File: src/rtl/wxr_pkg.sv
package wxr_pkg;
   typedef enum logic {
      WXR_FINE   = 1'b0,
      WXR_COARSE = 1'b1
   } wxr_mode_e;

   localparam int WXR_RES_W = 8;
endpackage

File: src/rtl/wxr_group_parity.sv
module wxr_group_parity #(
   parameter int OPER_W  = 96,
   parameter int GROUP_W = 12,
   localparam int NGRP   = OPER_W / GROUP_W
) (
   input  logic [OPER_W-1:0] oper,
   output logic [NGRP-1:0]   par
);
   if (OPER_W % GROUP_W != 0) begin : g_bad_split
      $error("wxr_group_parity: operand width must be a multiple of group width");
   end

   for (genvar g = 0; g < NGRP; g++) begin : g_grp
      assign par[g] = ^oper[g*GROUP_W +: GROUP_W];
   end
endmodule

File: src/rtl/wxr_span_mux.sv
module wxr_span_mux
   import wxr_pkg::*;
#(
   parameter int NGRP = 8,
   localparam int NQ  = NGRP / 2
) (
   input  logic [NGRP-1:0] grp,
   input  wxr_mode_e       mode,
   output logic [NGRP-1:0] y
);
   logic [NQ-1:0] quad;
   logic          half_lo, half_hi, whole;
   logic [NGRP-1:0] nest;

   if (NGRP != 8) begin : g_bad_n
      $error("wxr_span_mux: the nested packing needs exactly eight groups");
   end

   // pairs of adjacent groups make the 24-bit spans
   for (genvar k = 0; k < NQ; k++) begin : g_pair
      assign quad[k] = grp[2*k] ^ grp[2*k+1];
   end

   assign half_lo = quad[0] ^ quad[1];
   assign half_hi = quad[2] ^ quad[3];
   assign whole   = half_lo ^ half_hi;

   always_comb begin
      nest    = '0;
      nest[0] = quad[0];
      nest[2] = quad[1];
      nest[4] = quad[2];
      nest[6] = quad[3];
      nest[1] = half_lo;
      nest[5] = half_hi;
      nest[3] = whole;
      nest[7] = 1'b0;
   end

   assign y = (mode == WXR_COARSE) ? nest : grp;
endmodule

File: src/rtl/wxr_out_stage.sv
module wxr_out_stage #(
   parameter int W          = 8,
   parameter bit REGISTERED = 1'b1
) (
   input  logic         clk,
   input  logic         srst,
   input  logic         ce,
   input  logic [W-1:0] d,
   output logic [W-1:0] q
);
   if (W < 1) begin : g_bad_w
      $error("wxr_out_stage: width must be positive");
   end

   if (REGISTERED) begin : g_reg
      logic [W-1:0] q_r;

      always_ff @(posedge clk) begin
         if (srst)    q_r <= '0;
         else if (ce) q_r <= d;
      end
      assign q = q_r;


      clr_chk: assert property (@(posedge clk) srst |=> (q == '0));

      hold_chk: assert property (@(posedge clk) disable iff (srst)
         !ce |=> $stable(q));

      load_chk: assert property (@(posedge clk) disable iff (srst)
         ce |=> (q == $past(d)));
   end else begin : g_comb
      assign q = d;
   end
endmodule

File: src/rtl/wide_xor_reducer.sv
module wide_xor_reducer
   import wxr_pkg::*;
#(
   parameter int WORD_W     = 48,
   parameter int GROUP_W    = 12,
   parameter bit REGISTERED = 1'b1,
   localparam int OPER_W    = 2 * WORD_W,
   localparam int NGRP      = OPER_W / GROUP_W
) (
   input  logic              clk,
   input  logic              srst,
   input  logic              ce,
   input  logic              xor_en,
   input  logic              coarse,
   input  logic [WORD_W-1:0] word_lo,
   input  logic [WORD_W-1:0] word_hi,
   output logic [WXR_RES_W-1:0] result
);
   if (NGRP != WXR_RES_W) begin : g_bad_cfg
      $error("wide_xor_reducer: operand/group widths must give eight groups");
   end

   logic [OPER_W-1:0] oper;
   logic [NGRP-1:0]   grp_par;
   logic [NGRP-1:0]   packed_y;
   logic [NGRP-1:0]   gated;
   wxr_mode_e         mode;

   assign oper = {word_hi, word_lo};
   assign mode = wxr_mode_e'(coarse);

   wxr_group_parity #(.OPER_W(OPER_W), .GROUP_W(GROUP_W)) u_grp (
      .oper (oper),
      .par  (grp_par)
   );

   wxr_span_mux #(.NGRP(NGRP)) u_mux (
      .grp  (grp_par),
      .mode (mode),
      .y    (packed_y)
   );

   assign gated = xor_en ? packed_y : '0;

   wxr_out_stage #(.W(NGRP), .REGISTERED(REGISTERED)) u_out (
      .clk  (clk),
      .srst (srst),
      .ce   (ce),
      .d    (gated),
      .q    (result)
   );

   if (REGISTERED) begin : g_chk

      pad_bit_chk: assert property (@(posedge clk) disable iff (srst)
         (ce && coarse) |=> !result[7]);

      full_par_chk: assert property (@(posedge clk) disable iff (srst)
         (ce && coarse && xor_en) |=> (result[3] == $past(^oper)));

      off_zero_chk: assert property (@(posedge clk) disable iff (srst)
         (ce && !xor_en) |=> (result == '0));
   end
endmodule

File: config.mk
export PLATFORM = sky130hd
export DESIGN_NAME = wide_xor_reducer
export DESIGN_NICKNAME = d
export VERILOG_FILES = /design/src/rtl/wxr_pkg.sv /design/src/rtl/wxr_group_parity.sv /design/src/rtl/wxr_span_mux.sv /design/src/rtl/wxr_out_stage.sv /design/src/rtl/wide_xor_reducer.sv
export SDC_FILE = /design/constraint.sdc
export NUM_CORES = 1
export LEC_CHECK = 0
export BUFFER_PORTS_ARGS = -buffer_cell sky130_fd_sc_hd__buf_4
export CORE_MARGIN = 1
export CORE_UTILIZATION = 25
export DETAILED_ROUTE_END_ITERATION = 7
export SYNTH_ARGS = -nofsm -noshare
export SYNTH_HDL_FRONTEND = slang
export SYNTH_SLANG_ARGS = --single-unit
File: constraint.sdc
create_clock -name clk -period 2.4 [get_ports clk]
set_input_delay 0.24 -clock clk [delete_from_list [all_inputs] [get_ports clk]]
set_output_delay 0.24 -clock clk [all_outputs]
set_load 0.01 [all_outputs]
==> results.sh, run 1 <==
export IMPL_antenna_found_initial=0
export IMPL_grt_max_degree=10
export IMPL_timing_worst_setup_path_type="input pin to flop"
export IMPL_synth_compound_area_share_pct=5.87
export IMPL_gp_routability_congestion=0.654
export IMPL_status="complete, no violations"
export IMPL_clockBufferDepth=2
export IMPL_die_y_um=71.7
export IMPL_syn_inst=126
export IMPL_grt_pass1_wl_um=4370
export IMPL_cp_num_buf_inv=1
export IMPL_dr_pass1_iters=6
export IMPL_rows=24
export IMPL_yosys_area_top_type="xnor2_1"
export IMPL_cp_cell_sequence="buf_4, xnor2_1, xnor2_1, xnor3_1, xnor2_1, xnor3_1, a222oi_1, nor2_1"
export IMPL_skew_ps=0
export IMPL_nets=339
export IMPL_cp_common_cell="xnor2_1"
export IMPL_dpl_hpwl_um=2560
export IMPL_mostFrequentLayoutCells="buf_4, xnor2_1, dfxtp_1, xnor3_1, nor2_1"
export IMPL_cp_end_kind="flop"
export IMPL_p_per_area_nw_per_um2=627
export IMPL_grt_setup_unrepaired="false"
export IMPL_avgRoutedWirePerCell_um=9.66
export IMPL_synth_area_um2=1210
export IMPL_drc=0
export IMPL_detailed_place_area_um2=2090
export IMPL_critPathRequiredTime_ps=2510
export IMPL_synth_seq_area_share_pct=13.2
export IMPL_synth_fa_ha_area_share_pct=0
export IMPL_synth_top_family_by_area="XOR/XNOR gates"
export IMPL_drtIter0Drc=26
export IMPL_start_util_pct=27.0
export IMPL_pin_count=109
export IMPL_yosys_warnings=0
export IMPL_mostFrequentLayoutCell="buf_4"
export IMPL_synthTopCellsByArea="xnor2_1, dfxtp_1, xnor3_1"
export IMPL_grt_pass1_vias=1112
export IMPL_drt_wl_total_um=2780
export IMPL_ys_ff_latch=8
export IMPL_finalSetupViolations=0
export IMPL_final_cells=288
export IMPL_largest_reg_flops=8
export IMPL_hp_class="input pin to flop"
export IMPL_clockRootBuffer="clkbuf_8"
export IMPL_gr_usage_all_layers_pct=10.5
export IMPL_critPathArrivalTime_ps=1970
export IMPL_die_w_um=71.7
export IMPL_synthXorXnorAreaFrac_pct=74.9
export IMPL_numCtsBuffers=3
export IMPL_fin_area_um2=2130
export IMPL_synth_simple_area_share_pct=5.46
export IMPL_max_freq_mhz=537
export IMPL_ir_drop_mv=0.257
export IMPL_worstMarginPinSlew_ps=315
export IMPL_io_buffers=108
export IMPL_core_um2=4500
export IMPL_fin_setup_tns_ps=0
export IMPL_drive_above_1_share_pct=47.5
export IMPL_cts_resized=0
export IMPL_p_leak_uw=0.000961
export IMPL_holdBufCountCts=0
export IMPL_path_clk_slew_ps=40
export IMPL_synthesis_nets=227
export IMPL_cp_slowest_cell="xnor3_1"
export IMPL_start_kind="input pin"
export IMPL_slew_headroom_pct=78.9
export IMPL_area_growth_pct=75.2
export IMPL_cpPeakStageDelay_ps=470
export IMPL_hold_viol=0
export IMPL_avgSynthCellArea_um2=9.64
export IMPL_num_vias=1201
export IMPL_max_cap_violations=0
export IMPL_via_per_inst=4.17
export IMPL_holdWs_ps=248
export IMPL_dp_cells=285
export IMPL_cts_tree="built"
export IMPL_insertion_delay_ps=220
export IMPL_synth_mux_area_share_pct=0
export IMPL_drv_slew=0
export IMPL_synth_top_area_share_pct=58.4
export IMPL_post_cts_buffers=0
export IMPL_synth_cell_types=16
export IMPL_drt_antenna_violating_nets=0
export IMPL_path_delay_family="XOR/XNOR gates"
export IMPL_cts_htree_levels=1
export IMPL_min_period_ps=1860
export IMPL_num_antenna_cells=0
export IMPL_die_area_um2=5140
export IMPL_worst_path_max_fanout=2
export IMPL_grt_overflow_total=0
export IMPL_clkSinkCount=8
export IMPL_fin_crit_sh_pct=77.7
## cell families after synthesis
| family | count (synthesis) |
|---|---|
| XOR/XNOR | 92 |
| AND/OR/NAND/NOR | 15 |
| AO/OA/AOI/OAI | 9 |
| flip-flops | 8 |
| buffers and inverters | 2 |
## final cells by class
cell class              instances  area, um2
repair buffers                108        811
inverters                       1       3.75
well taps                      52       65.1
fillers                       461       2380
clock buffers                   3       41.3
flip-flops and latches          8        160
multi-input cells             116       1050
## worst paths after layout
kind,start,end,depth (start not counted),slack [ps]
setup / recovery,word_hi[1],u_out.q[5],8,540
hold / removal,srst,u_out.q[2],2,250
setup reg to reg,u_out.q[5],u_out.q[5],2,1590
hold reg to reg,u_out.q[2],u_out.q[2],2,510
## stage by stage
| stage | util (%) | setup WS, ps | power (uW) |
|---|---|---|---|
| global route | 47.3 | 378 | 1440 |
| CTS | 47.3 | 510 | 1360 |
| floorplan | - | 550 | 922 |
| finish | 47.3 | 536 | 1330 |
| detailed placement | 46.3 | 276 | 1190 |
| global placement | 46.3 | 342 | 1180 |
## worst register-to-register path: stages (launching register included)
cell	delay, ps
dfxtp_1	310
a222oi_1	320
nor2_1	60
## synth_stat cells
cell type and n:
nand2_1 4, and3_1 1, a222oi_1 2, xnor2_1 81, buf_1 1, a22oi_1 6
dfxtp_1 8, nor2_1 7, nand2b_1 1, nor2b_1 1, xnor3_1 7, xnor2_2 1
and2_1 1, o22ai_1 1, inv_1 1, xor2_1 3
## per-layer routing
metal | global-route usage, % | up-vias | wire, um
met5 | 0 | - | 0
met4 | 1.96 | 0 | 0
met3 | 2.95 | 0 | 236
met2 | 20.1 | 52 | 1490
met1 | 11.5 | 518 | 1060
li1 | - | 631 | -
## power by group
| part | total [uW] | internal, uW | switching, uW |
|---|---|---|---|
| Combinational | 993 | 624 | 369 |
| Clock | 160 | 108 | 51.1 |
| Sequential | 182 | 164 | 17.9 |
(Power assumes the default switching activity.)
==> run 2, diff against run 1 <==
Settings changed: ABC_AREA set to 1.
Clock period 2.4 ns to 1.81 ns, I/O delays scaled along.
==> results.sh, run 2 <==
export IMPL_fin_crit_sh_pct=73.9
export IMPL_insertion_delay_ps=230
export IMPL_die_y_um=105
export IMPL_synth_area_um2=2670
export IMPL_drv_slew=0
export IMPL_clkSinkCount=8
export IMPL_gr_usage_all_layers_pct=11.6
export IMPL_yosys_warnings=0
export IMPL_synthTopCellsByArea="nand2_1, inv_1, nand3_1"
export IMPL_synth_top_family_by_area="simple AND/OR/NAND/NOR gates"
export IMPL_hold_depth=2
export IMPL_p_leak_uw=0.00247
export IMPL_cp_end_kind="flop"
export IMPL_worstMarginPinSlew_ps=523
export IMPL_synth_compound_area_share_pct=2.53
export IMPL_finalSetupViolations=0
export IMPL_numCtsBuffers=3
export IMPL_yosys_area_top_type="nand2_1"
export IMPL_start_kind="input pin"
export IMPL_clockBufferDepth=2
export IMPL_cts_tree="built"
export IMPL_detailed_place_area_um2=3650
export IMPL_timing_worst_setup_path_type="input pin to flop"
export IMPL_postSynth_asyncResetShare_pct=0
export IMPL_synth_cell_types=18
export IMPL_drive_above_1_share_pct=20.3
export IMPL_drt_antenna_violating_nets=0
export IMPL_synthesis_nets=696
export IMPL_synth_flop_cell="dfxtp_1"
export IMPL_dpl_hpwl_um=5670
export IMPL_avgSynthCellArea_um2=4.49
export IMPL_area_growth_pct=38.4
export IMPL_min_period_ps=1340
export IMPL_synth_fa_ha_area_share_pct=0
export IMPL_reg2reg_slack_ps=1070
export IMPL_r2r_start="u_out.q[3]"
export IMPL_hp_class="input pin to flop"
export IMPL_critPathRequiredTime_ps=1960
export IMPL_ir_drop_mv=0.138
export IMPL_cts_htree_levels=1
export IMPL_holdBufCountCts=0
export IMPL_skew_ps=0
export IMPL_largest_reg_flops=8
export IMPL_die_area_um2=11100
export IMPL_max_cap_violations=0
export IMPL_syn_inst=595
export IMPL_critPathArrivalTime_ps=1490
export IMPL_max_freq_mhz=747
export IMPL_fin_setup_tns_ps=0
export IMPL_post_cts_buffers=0
export IMPL_mostFrequentLayoutCell="nand2_1"
export IMPL_drt_wl_total_um=6260
export IMPL_io_buffers=108
export IMPL_clockRootBuffer="clkbuf_8"
export IMPL_fin_area_um2=3700
export IMPL_antenna_found_initial=0
export IMPL_ys_ff_latch=8
export IMPL_cp_cell_sequence="buf_4, xnor2_1, inv_1, nand2_1, nand2_1, inv_1, nand2_1, nand2_1, nand2_1, nand2_1, nand2_1, nand2_1, nand2_1, a31oi_1"
export IMPL_path_delay_family="simple AND/OR/NAND/NOR gates"
export IMPL_ff2ff_path_depth=3
export IMPL_synth_seq_area_share_pct=6.00
export IMPL_yosys_top_cells_count="nand2_1, inv_1, nand3_1"
export IMPL_grt_pass1_wl_um=11200
export IMPL_path_clk_slew_ps=40
export IMPL_final_util_pct=35.8
export IMPL_grt_max_degree=9
export IMPL_r2r_end="u_out.q[3]"
export IMPL_hold_viol=0
export IMPL_drtIter0Drc=105
export IMPL_dr_pass1_iters=5
export IMPL_cp_slowest_cell="xnor2_1"
export IMPL_worst_path_max_fanout=3
export IMPL_via_per_inst=3.98
export IMPL_num_antenna_cells=0
export IMPL_synth_simple_area_share_pct=65.7
export IMPL_cpPeakStageDelay_ps=300
export IMPL_synth_top_area_share_pct=53.8
export IMPL_gp_routability_congestion=0.779
export IMPL_rows=37
export IMPL_grt_setup_unrepaired="false"
export IMPL_die_w_um=105
export IMPL_grt_pass1_vias=2920
export IMPL_mostFrequentLayoutCells="nand2_1, buf_4, inv_1, nand3_1, nor2_1"
export IMPL_start_util_pct=25.9
export IMPL_yosysMostFrequentCell="nand2_1"
export IMPL_min_delay_start="srst"
export IMPL_holdWs_ps=175
export IMPL_grt_overflow_total=0
export IMPL_cp_num_buf_inv=3
export IMPL_status="complete, no violations"
export IMPL_p_per_area_nw_per_um2=414
export IMPL_synth_edff_count=0
export IMPL_pin_count=109
export IMPL_synthXorXnorAreaFrac_pct=11.1
export IMPL_drc=0
export IMPL_slew_headroom_pct=65.0
export IMPL_num_vias=3355
export IMPL_avgRoutedWirePerCell_um=7.44
export IMPL_core_um2=10300
export IMPL_worstHoldEndpoint="u_out.q[3]"
export IMPL_cts_resized=0
export IMPL_cp_common_cell="nand2_1"
export IMPL_nets=809
export IMPL_synth_mux_area_share_pct=0
## run 2: cell type report
class	instances	area, um2
inverters	104	390
repair buffers	109	818
well taps	136	170
fillers	1197	6630
multi-input cells	482	2120
clock buffers	3	41.3
flip-flops and latches	8	160
## run 2: report_power, final
group	internal (uW)	switching [uW]	total, uW	leakage [uW]
registers	191	7.36	198	0.0000651
logic	482	637	1120	0.00239
clock network	144	69.3	213	0.0000216
total	816	714	1530	0.00247
## run 2: logic make-up after synthesis
logic type	Yosys count
buffers and inverters	105
xor gates and xnor gates	26
DFF	8
AOI/OAI and AO/OA	10
and+or+nand+nor	446
## run 2: worst max path at each step
stage | from | end | slack, ps | depth (start not counted)
4_1_cts | word_hi[23] | u_out.q[3] | 460 | 15
2_1_floorplan | word_hi[31] | u_out.q[3] | 510 | 16
6_report | word_hi[23] | u_out.q[5] | 470 | 14
3_3_place_gp | word_hi[23] | u_out.q[3] | 220 | 15
5_1_grt | word_hi[7] | u_out.q[5] | 210 | 14
3_5_place_dp | word_hi[23] | u_out.q[3] | 220 | 15
## run 2: per-layer routing
metal	vias to the layer above	wire, um	global-route usage (%)
met4	0	57	2.72
met2	60	2760	20.1
li1	1964	-	-
met5	-	0	0
met3	4	229	0.866
met1	1327	3210	15.6
## run 2: per-stage QoR
step	setup slack [ps]	cells	power, uW
floorplan	510	595	957
global placement	216	839	1330
detailed placement	220	839	1330
CTS	461	842	1550
global route	207	842	1720
finish	472	842	1530
==> run 3, diff against run 2 <==
Clock period 1.81 ns to 1.12 ns, I/O delays scaled along.
==> results.sh, run 3 (synthesis results as in run 2) <==
export IMPL_hp_class="input pin to flop"
export IMPL_mostFrequentLayoutCells="nand2_1, nand2_2, buf_4, inv_2, inv_1"
export IMPL_dp_cells=850
export IMPL_grt_pass1_vias=2921
export IMPL_drt_antenna_violating_nets=0
export IMPL_cts_htree_levels=1
export IMPL_drc=0
export IMPL_layout_setup_ws_ps=-128
export IMPL_critPathRequiredTime_ps=1290
export IMPL_insertion_delay_ps=230
export IMPL_ir_drop_mv=0.296
export IMPL_grt_max_degree=9
export IMPL_die_area_um2=11100
export IMPL_cts_tree="built"
export IMPL_holdBufCountCts=0
export IMPL_clockBufferDepth=2
export IMPL_hold_viol=0
export IMPL_status="finished with violations"
export IMPL_dpl_hpwl_um=5750
export IMPL_max_cap_violations=0
export IMPL_die_w_um=105
export IMPL_grt_overflow_total=0
export IMPL_grt_setup_unrepaired="true"
export IMPL_slew_headroom_pct=81.4
export IMPL_worstMarginPinSlew_ps=279
export IMPL_start_kind="input pin"
export IMPL_fin_crit_sh_pct=111
export IMPL_clockRootBuffer="clkbuf_8"
export IMPL_num_antenna_cells=0
export IMPL_fill_cells=1099
export IMPL_grt_pass1_wl_um=11100
export IMPL_drtIter0Drc=76
export IMPL_worst_path_max_fanout=3
export IMPL_r2r_start="u_out.q[3]"
export IMPL_timing_worst_setup_path_type="input pin to flop"
export IMPL_critPathLaunch="word_hi[7]"
export IMPL_pin_count=109
export IMPL_dr_pass1_iters=4
export IMPL_min_period_ps=1250
export IMPL_start_util_pct=25.9
export IMPL_clkSinkCount=8
export IMPL_io_buffers=108
export IMPL_final_cells=857
export IMPL_mostFrequentLayoutCell="nand2_1"
export IMPL_multi_input_area_um2=2940
export IMPL_drv_slew=0
export IMPL_die_y_um=105
export IMPL_p_leak_uw=0.00273
export IMPL_gr_usage_all_layers_pct=11.6
export IMPL_path_clk_slew_ps=40
export IMPL_violations="setup timing"
export IMPL_rows=37
export IMPL_num_vias=3659
export IMPL_dp_worst_setup_slack_ps=-378
export IMPL_drt_wl_total_um=7510
export IMPL_core_um2=10300
export IMPL_critPathArrivalTime_ps=1420
export IMPL_via_per_inst=4.27
export IMPL_min_delay_start="srst"
export IMPL_nets=824
export IMPL_finalSetupViolations=4
export IMPL_drive_above_1_share_pct=55.9
export IMPL_ff2ff_path_depth=3
export IMPL_antenna_found_initial=0
export IMPL_area_growth_pct=81.1
export IMPL_numCtsBuffers=3
export IMPL_skew_ps=0
export IMPL_max_freq_mhz=801
export IMPL_largest_reg_flops=8
export IMPL_gp_routability_congestion=0.722
export IMPL_avgRoutedWirePerCell_um=8.76
export IMPL_regArea_um2=160
export IMPL_hold_depth=2
export IMPL_cp_end_kind="flop"
export IMPL_power_uw=3310
export IMPL_p_per_area_nw_per_um2=685
-- run 3: changes by cell type in the layout (fill, tap and decap cells not counted), moves of 13 or more --
cell and change:
xnor2_4 +13, nand3_1 -18, buf_4 -20, inv_1 -53, nand2_1 -152, nand2_2 +141
inv_2 +41, nand3_2 +17, buf_6 +27
-- run 3: per-layer routing --
metal | up-vias | wire (um) | track usage [%] | part of all wire, %
met2 | 64 | 3910 | 20.5 | 52
met3 | 4 | 256 | 0.618 | 3.4
met5 | - | 0 | 0 | 0
li1 | 1996 | - | - | -
met4 | 0 | 68 | 3.32 | 0.91
met1 | 1595 | 3270 | 15.2 | 44
-- run 3: timing repair --
action / CTS / global route
setup buffers: 1 / 4
resized for setup: 35 / 291
pin swaps: 16 / 167
setup endpoints to repair: 3 / 7
-- run 3: path summary, 6_finish.rpt --
path                                   end  slack [ps]
worst min register to register  u_out.q[7]         460
worst min-delay path            u_out.q[3]         110
worst max register to register  u_out.q[3]         400
worst max-delay path            u_out.q[3]        -130
-- run 3: final cells by class --
type	count	area share [%]
multi-input combinational	482	60.8
timing repair buffer	124	22.8
inverter	104	8.69
tap	136	3.52
sequential	8	3.31
clock buffer	3	0.854
-- run 3: where the power goes --
part	internal [uW]	total, uW	switching [uW]	leakage [uW]
Clock	234	359	126	0.0000216
Sequential	308	319	10.9	0.0000651
Combinational	1210	2630	1420	0.00264
Total	1750	3310	1560	0.00273
-- run 3: metrics by stage --
step / util, % / setup TNS [ps] / instance area, um2 / hold WS, ps
6_report: 46.8 / -280 / 4840 / 106
5_1_grt: 46.8 / -971 / 4840 / 113
4_1_cts: 38.4 / -259 / 3970 / 104
3_5_place_dp: 36.6 / -1940 / 3770 / 346
3_3_place_gp: 36.6 / -1850 / 3770 / 347
2_1_floorplan: - / -155 / 2710 / 360
-- run 3: critical path, cell delays in order --
cell and delay [ps]:
buf_12 110, nand2_4 60, inv_2 40, nor2_4 110
nand2_2 80, buf_6 130, nand3_4 50, nand2_1 50
nand2_1 70, nand2_2 70, nand2_1 70, nand2_1 70
nand2_1 70, nand2_2 60, nand2_2 60, nand3_2 70
a21oi_2 120
